===== config.mk =====
export PLATFORM = sky130hd
export DESIGN_NAME = smb_blkbuf
export DESIGN_NICKNAME = d
export VERILOG_FILES = /design/src/rtl/smb_blkbuf_pkg.sv /design/src/rtl/smb_blkbuf_ptr.sv /design/src/rtl/smb_blkbuf_mem.sv /design/src/rtl/smb_blkbuf_ctl.sv /design/src/rtl/smb_blkbuf.sv
export SDC_FILE = /design/constraint.sdc
export NUM_CORES = 1
export LEC_CHECK = 0
export BUFFER_PORTS_ARGS = -buffer_cell sky130_fd_sc_hd__buf_2
export CAP_MARGIN = 20
export CORE_UTILIZATION = 40
export DETAILED_ROUTE_END_ITERATION = 10
export GPL_ROUTABILITY_DRIVEN = 0
export PLACE_DENSITY = 0.58
export SYNTH_ARGS = -nofsm -noshare
export SYNTH_HDL_FRONTEND = slang
export SYNTH_SLANG_ARGS = --single-unit

===== constraint.sdc =====
create_clock -name clk -period 6.9 [get_ports clk]
set_clock_uncertainty 0.2 [all_clocks]
set_input_delay 1.38 -clock clk [delete_from_list [all_inputs] [get_ports clk]]
set_output_delay 1.38 -clock clk [all_outputs]
set_load 0.005 [all_outputs]

===== src/rtl/smb_blkbuf_pkg.sv =====
package smb_blkbuf_pkg;

  typedef enum logic [1:0] {
    REG_STAT = 2'd0,
    REG_CTRL = 2'd1,
    REG_CNT  = 2'd2,
    REG_BLK  = 2'd3
  } reg_sel_e;

  localparam int ST_BUSY  = 0;
  localparam int ST_DONE  = 1;
  localparam int ST_ERR   = 2;
  localparam int CT_MODE  = 0;
  localparam int CT_START = 6;

  // next index value in a ring of 'depth' entries
  function automatic int unsigned ring_next(input int unsigned cur, input int unsigned depth);
    return (cur + 1 >= depth) ? 0 : cur + 1;
  endfunction

endpackage


===== src/rtl/smb_blkbuf_ptr.sv =====
module smb_blkbuf_ptr #(
  parameter int DEPTH = 32,
  parameter int IW    = 5
) (
  input  logic          clk,
  input  logic          rst_n,
  input  logic          clr,
  input  logic          adv,
  output logic [IW-1:0] ptr
);
  import smb_blkbuf_pkg::*;

  logic [IW-1:0] ptr_q;

  always_ff @(posedge clk or negedge rst_n) begin
    if (!rst_n)   ptr_q <= '0;
    else if (clr) ptr_q <= '0;
    else if (adv) ptr_q <= IW'(ring_next(32'(ptr_q), DEPTH));
  end

  assign ptr = ptr_q;
endmodule


===== src/rtl/smb_blkbuf_mem.sv =====
module smb_blkbuf_mem #(
  parameter int DEPTH = 32,
  parameter int DW    = 8,
  parameter int IW    = 5
) (
  input  logic          clk,
  input  logic          rst_n,
  input  logic          we,
  input  logic [IW-1:0] waddr,
  input  logic [DW-1:0] wdata,
  input  logic [IW-1:0] raddr_a,
  output logic [DW-1:0] rdata_a,
  input  logic [IW-1:0] raddr_b,
  output logic [DW-1:0] rdata_b
);
  logic [DW-1:0] mem_q [DEPTH];

  always_ff @(posedge clk or negedge rst_n) begin
    if (!rst_n) begin
      for (int i = 0; i < DEPTH; i++) mem_q[i] <= '0;
    end else if (we) begin
      mem_q[waddr] <= wdata;
    end
  end

  assign rdata_a = mem_q[raddr_a];
  assign rdata_b = mem_q[raddr_b];
endmodule


===== src/rtl/smb_blkbuf_ctl.sv =====
module smb_blkbuf_ctl #(
  parameter int DW = 8
) (
  input  logic          clk,
  input  logic          rst_n,
  input  logic          ctrl_wr,
  input  logic          stat_wr,
  input  logic          cnt_wr,
  input  logic [DW-1:0] wdata,
  input  logic          eng_done,
  input  logic          eng_err,
  input  logic [DW-1:0] eng_rx_count,
  output logic          busy,
  output logic          done_flag,
  output logic          err_flag,
  output logic          mode,
  output logic [DW-1:0] count,
  output logic          start_req,
  output logic          start_acc,
  output logic          eng_start
);
  import smb_blkbuf_pkg::*;

  logic          busy_q, done_q, err_q, mode_q, start_q;
  logic [DW-1:0] count_q;
  logic          finish, done_set, err_set, done_clr, err_clr;

  assign start_req = ctrl_wr && wdata[CT_START];
  assign start_acc = start_req && !busy_q && !done_q && !err_q;
  assign finish    = busy_q && eng_done;
  assign done_set  = finish && !eng_err;
  assign err_set   = finish && eng_err;
  assign done_clr  = stat_wr && wdata[ST_DONE];
  assign err_clr   = stat_wr && wdata[ST_ERR];

  always_ff @(posedge clk or negedge rst_n) begin
    if (!rst_n) begin
      busy_q  <= 1'b0;
      done_q  <= 1'b0;
      err_q   <= 1'b0;
      mode_q  <= 1'b0;
      start_q <= 1'b0;
      count_q <= '0;
    end else begin
      start_q <= start_acc;
      if (start_acc)   busy_q <= 1'b1;
      else if (finish) busy_q <= 1'b0;
      done_q <= done_set | (done_q & ~done_clr);
      err_q  <= err_set  | (err_q  & ~err_clr);
      if (ctrl_wr && !busy_q) mode_q <= wdata[CT_MODE];
      if (finish && !mode_q)  count_q <= eng_rx_count;
      else if (cnt_wr)        count_q <= wdata;
    end
  end

  assign busy      = busy_q;
  assign done_flag = done_q;
  assign err_flag  = err_q;
  assign mode      = mode_q;
  assign count     = count_q;
  assign eng_start = start_q;
endmodule


===== src/rtl/smb_blkbuf.sv =====
module smb_blkbuf #(
  parameter int DEPTH = 32,
  parameter int DW    = 8
) (
  input  logic          clk,
  input  logic          rst_n,
  input  logic [1:0]    reg_addr,
  input  logic          reg_wr,
  input  logic          reg_rd,
  input  logic [DW-1:0] reg_wdata,
  output logic [DW-1:0] reg_rdata,
  output logic          eng_start,
  output logic          eng_wr_mode,
  output logic [DW-1:0] eng_count,
  output logic [DW-1:0] eng_tx_byte,
  input  logic          eng_tx_take,
  input  logic          eng_rx_valid,
  input  logic [DW-1:0] eng_rx_byte,
  input  logic          eng_done,
  input  logic          eng_err,
  input  logic [DW-1:0] eng_rx_count
);
  import smb_blkbuf_pkg::*;

  localparam int IW = $clog2(DEPTH);

  reg_sel_e      sel;
  logic          ctrl_rd, ctrl_wr, stat_wr, cnt_wr, blk_access, blk_wr;
  logic          busy, done_flag, err_flag, mode, start_req, start_acc;
  logic          cpu_mem_we, eng_mem_we, mem_we, eng_adv, flags_any;
  logic [IW-1:0] cpu_ptr, eng_ptr, mem_waddr;
  logic [DW-1:0] count, cpu_byte, mem_wdata;

  assign sel        = reg_sel_e'(reg_addr);
  assign ctrl_rd    = reg_rd && (sel == REG_CTRL);
  assign ctrl_wr    = reg_wr && (sel == REG_CTRL);
  assign stat_wr    = reg_wr && (sel == REG_STAT);
  assign cnt_wr     = reg_wr && (sel == REG_CNT);
  assign blk_access = (reg_rd || reg_wr) && (sel == REG_BLK);
  assign blk_wr     = reg_wr && (sel == REG_BLK);
  assign flags_any  = done_flag || err_flag;

  // one write port: CPU owns it while idle, engine while busy
  assign cpu_mem_we = blk_wr && !busy;
  assign eng_mem_we = eng_rx_valid && busy;
  assign mem_we     = cpu_mem_we || eng_mem_we;
  assign mem_waddr  = busy ? eng_ptr : cpu_ptr;
  assign mem_wdata  = busy ? eng_rx_byte : reg_wdata;
  assign eng_adv    = busy && (eng_tx_take || eng_rx_valid);

  smb_blkbuf_ctl #(.DW(DW)) u_ctl (
    .clk(clk), .rst_n(rst_n), .ctrl_wr(ctrl_wr), .stat_wr(stat_wr), .cnt_wr(cnt_wr),
    .wdata(reg_wdata), .eng_done(eng_done), .eng_err(eng_err),
    .eng_rx_count(eng_rx_count), .busy(busy), .done_flag(done_flag),
    .err_flag(err_flag), .mode(mode), .count(count), .start_req(start_req),
    .start_acc(start_acc), .eng_start(eng_start)
  );

  smb_blkbuf_ptr #(.DEPTH(DEPTH), .IW(IW)) u_cpu_ptr (
    .clk(clk), .rst_n(rst_n), .clr(ctrl_rd), .adv(blk_access), .ptr(cpu_ptr)
  );

  smb_blkbuf_ptr #(.DEPTH(DEPTH), .IW(IW)) u_eng_ptr (
    .clk(clk), .rst_n(rst_n), .clr(start_acc), .adv(eng_adv), .ptr(eng_ptr)
  );

  smb_blkbuf_mem #(.DEPTH(DEPTH), .DW(DW), .IW(IW)) u_mem (
    .clk(clk), .rst_n(rst_n), .we(mem_we), .waddr(mem_waddr), .wdata(mem_wdata),
    .raddr_a(cpu_ptr), .rdata_a(cpu_byte), .raddr_b(eng_ptr), .rdata_b(eng_tx_byte)
  );

  always_comb begin
    reg_rdata = '0;
    unique case (sel)
      REG_STAT: begin
        reg_rdata[ST_BUSY] = busy;
        reg_rdata[ST_DONE] = done_flag;
        reg_rdata[ST_ERR]  = err_flag;
      end
      REG_CTRL: reg_rdata[CT_MODE] = mode;
      REG_CNT:  reg_rdata = count;
      REG_BLK:  reg_rdata = cpu_byte;
    endcase
  end

  assign eng_wr_mode = mode;
  assign eng_count   = count;
endmodule


==> impl_metrics.csv <==
group,metric,value,unit
run_status,result_of_the_run,"completed",
floorplanning,num_rows,71,
worst_setup_path,type_of_the_worst_setup_path,"register to output port",
route,via_per_inst,6.094,
worst_setup_path,worstSetupStartpointType,"register",
route,total_vias_in_the_final_route,9726,
min_path,hold_path_end,"u_mem.mem_q[135]",
global_routing,number_of_antenna_violations_at_the_first_check_in_global_routing,0,
worst_setup_path,critPathMostFrequentCell,"sky130_fd_sc_hd__mux4_2",
worst_setup_path,r2r-start,"u_eng_ptr.ptr[0]",
placed_design,place.port_buffers,59,
global_routing,track_usage,0.2298,
worst_setup_path,timing.critical_path.slowest_stage_cell,"sky130_fd_sc_hd__dfrtp_4",
timing,setup-tns-final,0,ns
worst_setup_path,crit_arrival,3.86,ns
worst_setup_path,worst_reg_to_reg_setup_slack,3.43,ns
timing,final_number_of_max_transition_violations,0,
clock_tree,count_of_cells_resized_by_post_cts_repair,0,
synthesis,post_synth_instance_area,15490,µm²
global_routing,grt_use_met2,0.3386,
global_routing,grt_most_used_layer,"met1",
timing,max_slew.worst_pin.slew,1.052,ns
global_routing,first_pass_grt_wire_length,66360,µm
synthesis,yosysSeqAreaShare,0.4508,
synthesis,commonest_register_cell_after_synthesis,"sky130_fd_sc_hd__dfrtp_1",
timing,min_period,5.443,ns
global_routing,gr-total-overflow,0,
floorplanning,chipWidth,198.8,µm
min_path,hp-class,"register to register",
route,route.final.wire_length,43770,µm
power_and_ir_drop,vdd_drop_max,208.2,µV
cells_and_area,layout_area_growth_over_synthesis,10.59,%
clock_tree,clkSlewWorstSetupHoldPaths,0.06,ns
route,final_antenna_net_count,0,
clock_tree,quantity_of_hold_fixing_buffers_added_after_cts,0,
floorplanning,starting_utilization_of_the_core_area,0.4092,
worst_setup_path,critical_path.max_stage_delay,1.08,ns
floorplanning,num_io_pins,60,
min_path,hold_path_startpoint,"u_mem.mem_q[135]",
clock_tree,cts_tree,"yes",
synthesis,syn_nets,1084,
synthesis,synthDistinctLibCells,57,
timing,timing.fmax,0.1837,GHz
route,detailedRoute.firstIterationViolations,724,
worst_setup_path,path_depth_of_the_worst_reg2reg_path,5,
placed_design,sum_of_net_half_perimeters_after_detailed_placement,27650,µm
synthesis,syn_inst,1048,
clock_tree,htree_levels,1,
placed_design,place_worst_setup_slack,1.993,ns
floorplanning,chipHeight,198.8,µm
synthesis,postSynthRegisterBits,279,
timing,hold_ws,0.3162,ns
timing,fin_ws,1.457,ns
power_and_ir_drop,static-leakage-power,7.575,nW
cells_and_area,commonest_non_fill_non_tap_cell_in_the_layout,"sky130_fd_sc_hd__mux2_2",
synthesis,postSynth.asyncResetShare,1.000,
route,dr.pass1.iters,4,
cells_and_area,most_frequent_cells_in_the_layout,"278 x sky130_fd_sc_hd__mux2_2, 274 x sky130_fd_sc_hd__dfrtp_1, 123 x sky130_fd_sc_hd__mux4_2",
clock_tree,post_cts_buffers,0,
worst_setup_path,crit_chain,"buf_4 -> mux4_2 -> mux4_2 -> mux2_2 -> buf_2",
worst_setup_path,worstSetupEndpointType,"output port",
global_routing,global_routing_met3_resource_utilization,0.05612,
floorplanning,core_region,37840,µm²
route,drt_drc_violations_left,0,
synthesis,edff_count_synth,0,
global_routing,global_route.usage.met1,0.3411,
min_path,hold_path_depth,1,
route,wire_per_inst,27.43,µm
power_and_ir_drop,power_density,355.1,nW/µm²
global_routing,grt_pass1_vias,9946,
power_and_ir_drop,report.power.total,6.081,mW
timing,rsz0062_at_grt,"false",
cells_and_area,num-nets-final,1096,
timing,layout_worst_path_cycle_share,0.7889,
timing,hold_viol,0,
flow_run,maxCapViolCount,0,
worst_setup_path,r2r-end,"u_mem.mem_q[191]",
timing,setup_violations,0,
timing,slew_headroom,0.2970,
clock_tree,tritoncts_num_sinks,279,
floorplanning,design.die.area,39510,µm²
worst_setup_path,worst_ep_required_time,5.32,ns
cells_and_area,drive_gt1_frac,0.5203,
synthesis,synth_warnings,0,
worst_setup_path,timing.critical_path.fanout_max,49,
clock_tree,ctsLongestPathBuffers,3,
clock_tree,clock_latency,0.58,ns
clock_tree,numCtsBuffers,31,
synthesis,synth_area_per_cell,14.78,µm²
global_routing,maximum_number_of_pins_on_one_net_before_global_route_repair,163,
clock_tree,root_cell_of_the_clock_tree,"sky130_fd_sc_hd__clkbuf_16",
[power by group]
group          internal, mW  switching [mW]
Sequential             1.99           0.467
Combinational          1.11           0.851
Clock                 0.969           0.694
Total                  4.07            2.01
[Yosys cell counts (4+ instances only)]
master	count	area [µm²]
sky130_fd_sc_hd__dfrtp_1	279	6982
sky130_fd_sc_hd__and2_1	8	50.05
sky130_fd_sc_hd__buf_1	4	15.01
sky130_fd_sc_hd__o31ai_1	4	30.03
sky130_fd_sc_hd__or3b_2	4	35.03
sky130_fd_sc_hd__and3_1	5	31.28
sky130_fd_sc_hd__a221o_1	6	60.06
sky130_fd_sc_hd__nor2b_1	8	50.05
sky130_fd_sc_hd__buf_2	22	110.1
sky130_fd_sc_hd__nand3_1	6	30.03
sky130_fd_sc_hd__mux2_1	11	123.9
sky130_fd_sc_hd__nand2_2	7	43.79
sky130_fd_sc_hd__clkbuf_1	48	180.2
sky130_fd_sc_hd__nor2_1	13	48.80
sky130_fd_sc_hd__a211oi_1	4	30.03
sky130_fd_sc_hd__a32o_1	5	50.05
sky130_fd_sc_hd__inv_1	4	15.01
sky130_fd_sc_hd__nand3b_1	5	37.54
sky130_fd_sc_hd__nand2_1	26	97.59
sky130_fd_sc_hd__nand3_2	17	170.2
sky130_fd_sc_hd__nor3b_1	4	30.03
sky130_fd_sc_hd__mux2i_1	50	500.5
sky130_fd_sc_hd__a221oi_1	7	61.31
sky130_fd_sc_hd__a21oi_1	10	50.05
sky130_fd_sc_hd__o221ai_1	11	96.34
sky130_fd_sc_hd__o21ai_0	12	60.06
sky130_fd_sc_hd__mux4_2	123	2770
sky130_fd_sc_hd__a2bb2oi_1	4	35.03
sky130_fd_sc_hd__buf_4	16	120.1
sky130_fd_sc_hd__mux2_2	278	3131
[final cells by class]
cell class              instances  area (µm²)
flip-flops and latches        279        6995
clock inverters                 8       77.57
repair buffers                 73       435.4
multi-input cells             670        8014
clock buffers                  49       943.4
inverters                       5       18.77
well taps                     511       639.4
diodes                          1       2.502
fillers                      3418       20720
[cell families after synthesis]
kind of cell | Yosys count | share of synthesized area
AO/OA/AOI/OAI | 85 | 0.04541
XOR/XNOR | 3 | 0.001697
adder cells (fa/ha/maj) | 2 | 0.001616
buffers and inverters | 99 | 0.03183
flip-flops | 279 | 0.4508
multiplexers | 462 | 0.4213
AND/OR/NAND/NOR | 118 | 0.04727
[routing by layer]
layer | vias up | share of wire
met5 | - | 0
met4 | 0 | 0.019
met3 | 48 | 0.072
met2 | 341 | 0.44
met1 | 5232 | 0.47
li1 | 4105 | -
[critical path, delay by kind of cell (launching register included)]
kind | cells | cell delay, ns
buf+inv | 2 | 0.71
flops | 1 | 1.08
mux | 3 | 1.41
[through the flow]
stage	utilization	instances	cell area, µm²
floorplan	-	1048	15490
global placement	0.4255	1538	16100
detailed placement	0.4255	1538	16100
CTS	0.4525	1595	17120
global route	0.4525	1595	17120
finish	0.4526	1596	17130
[how the worst max path moves through the flow]
stage / start / depth (start not counted) / to / slack (ns)
finish: u_eng_ptr.ptr[0] / 5 / eng_tx_byte[2] / 1.46
global route: u_eng_ptr.ptr[0] / 5 / eng_tx_byte[2] / 1.24
CTS: u_eng_ptr.ptr[0] / 5 / eng_tx_byte[2] / 1.38
detailed placement: u_eng_ptr.ptr[0] / 5 / eng_tx_byte[2] / 1.99
global placement: u_eng_ptr.ptr[0] / 5 / eng_tx_byte[2] / 2.03
floorplan: reg_addr[1] / 4 / reg_rdata[0] / 3.13
[state kept, by name (all words and copies together) (netlist names)]
name,flops
u_eng_ptr.ptr,5
u_ctl.eng_start,1
u_cpu_ptr.ptr,5
u_ctl.err_flag,1
u_ctl.mode,1
u_ctl.busy,1
u_ctl.count,8
u_mem.mem_q,256
u_ctl.done_flag,1
Power figures use the tool's default switching activity.
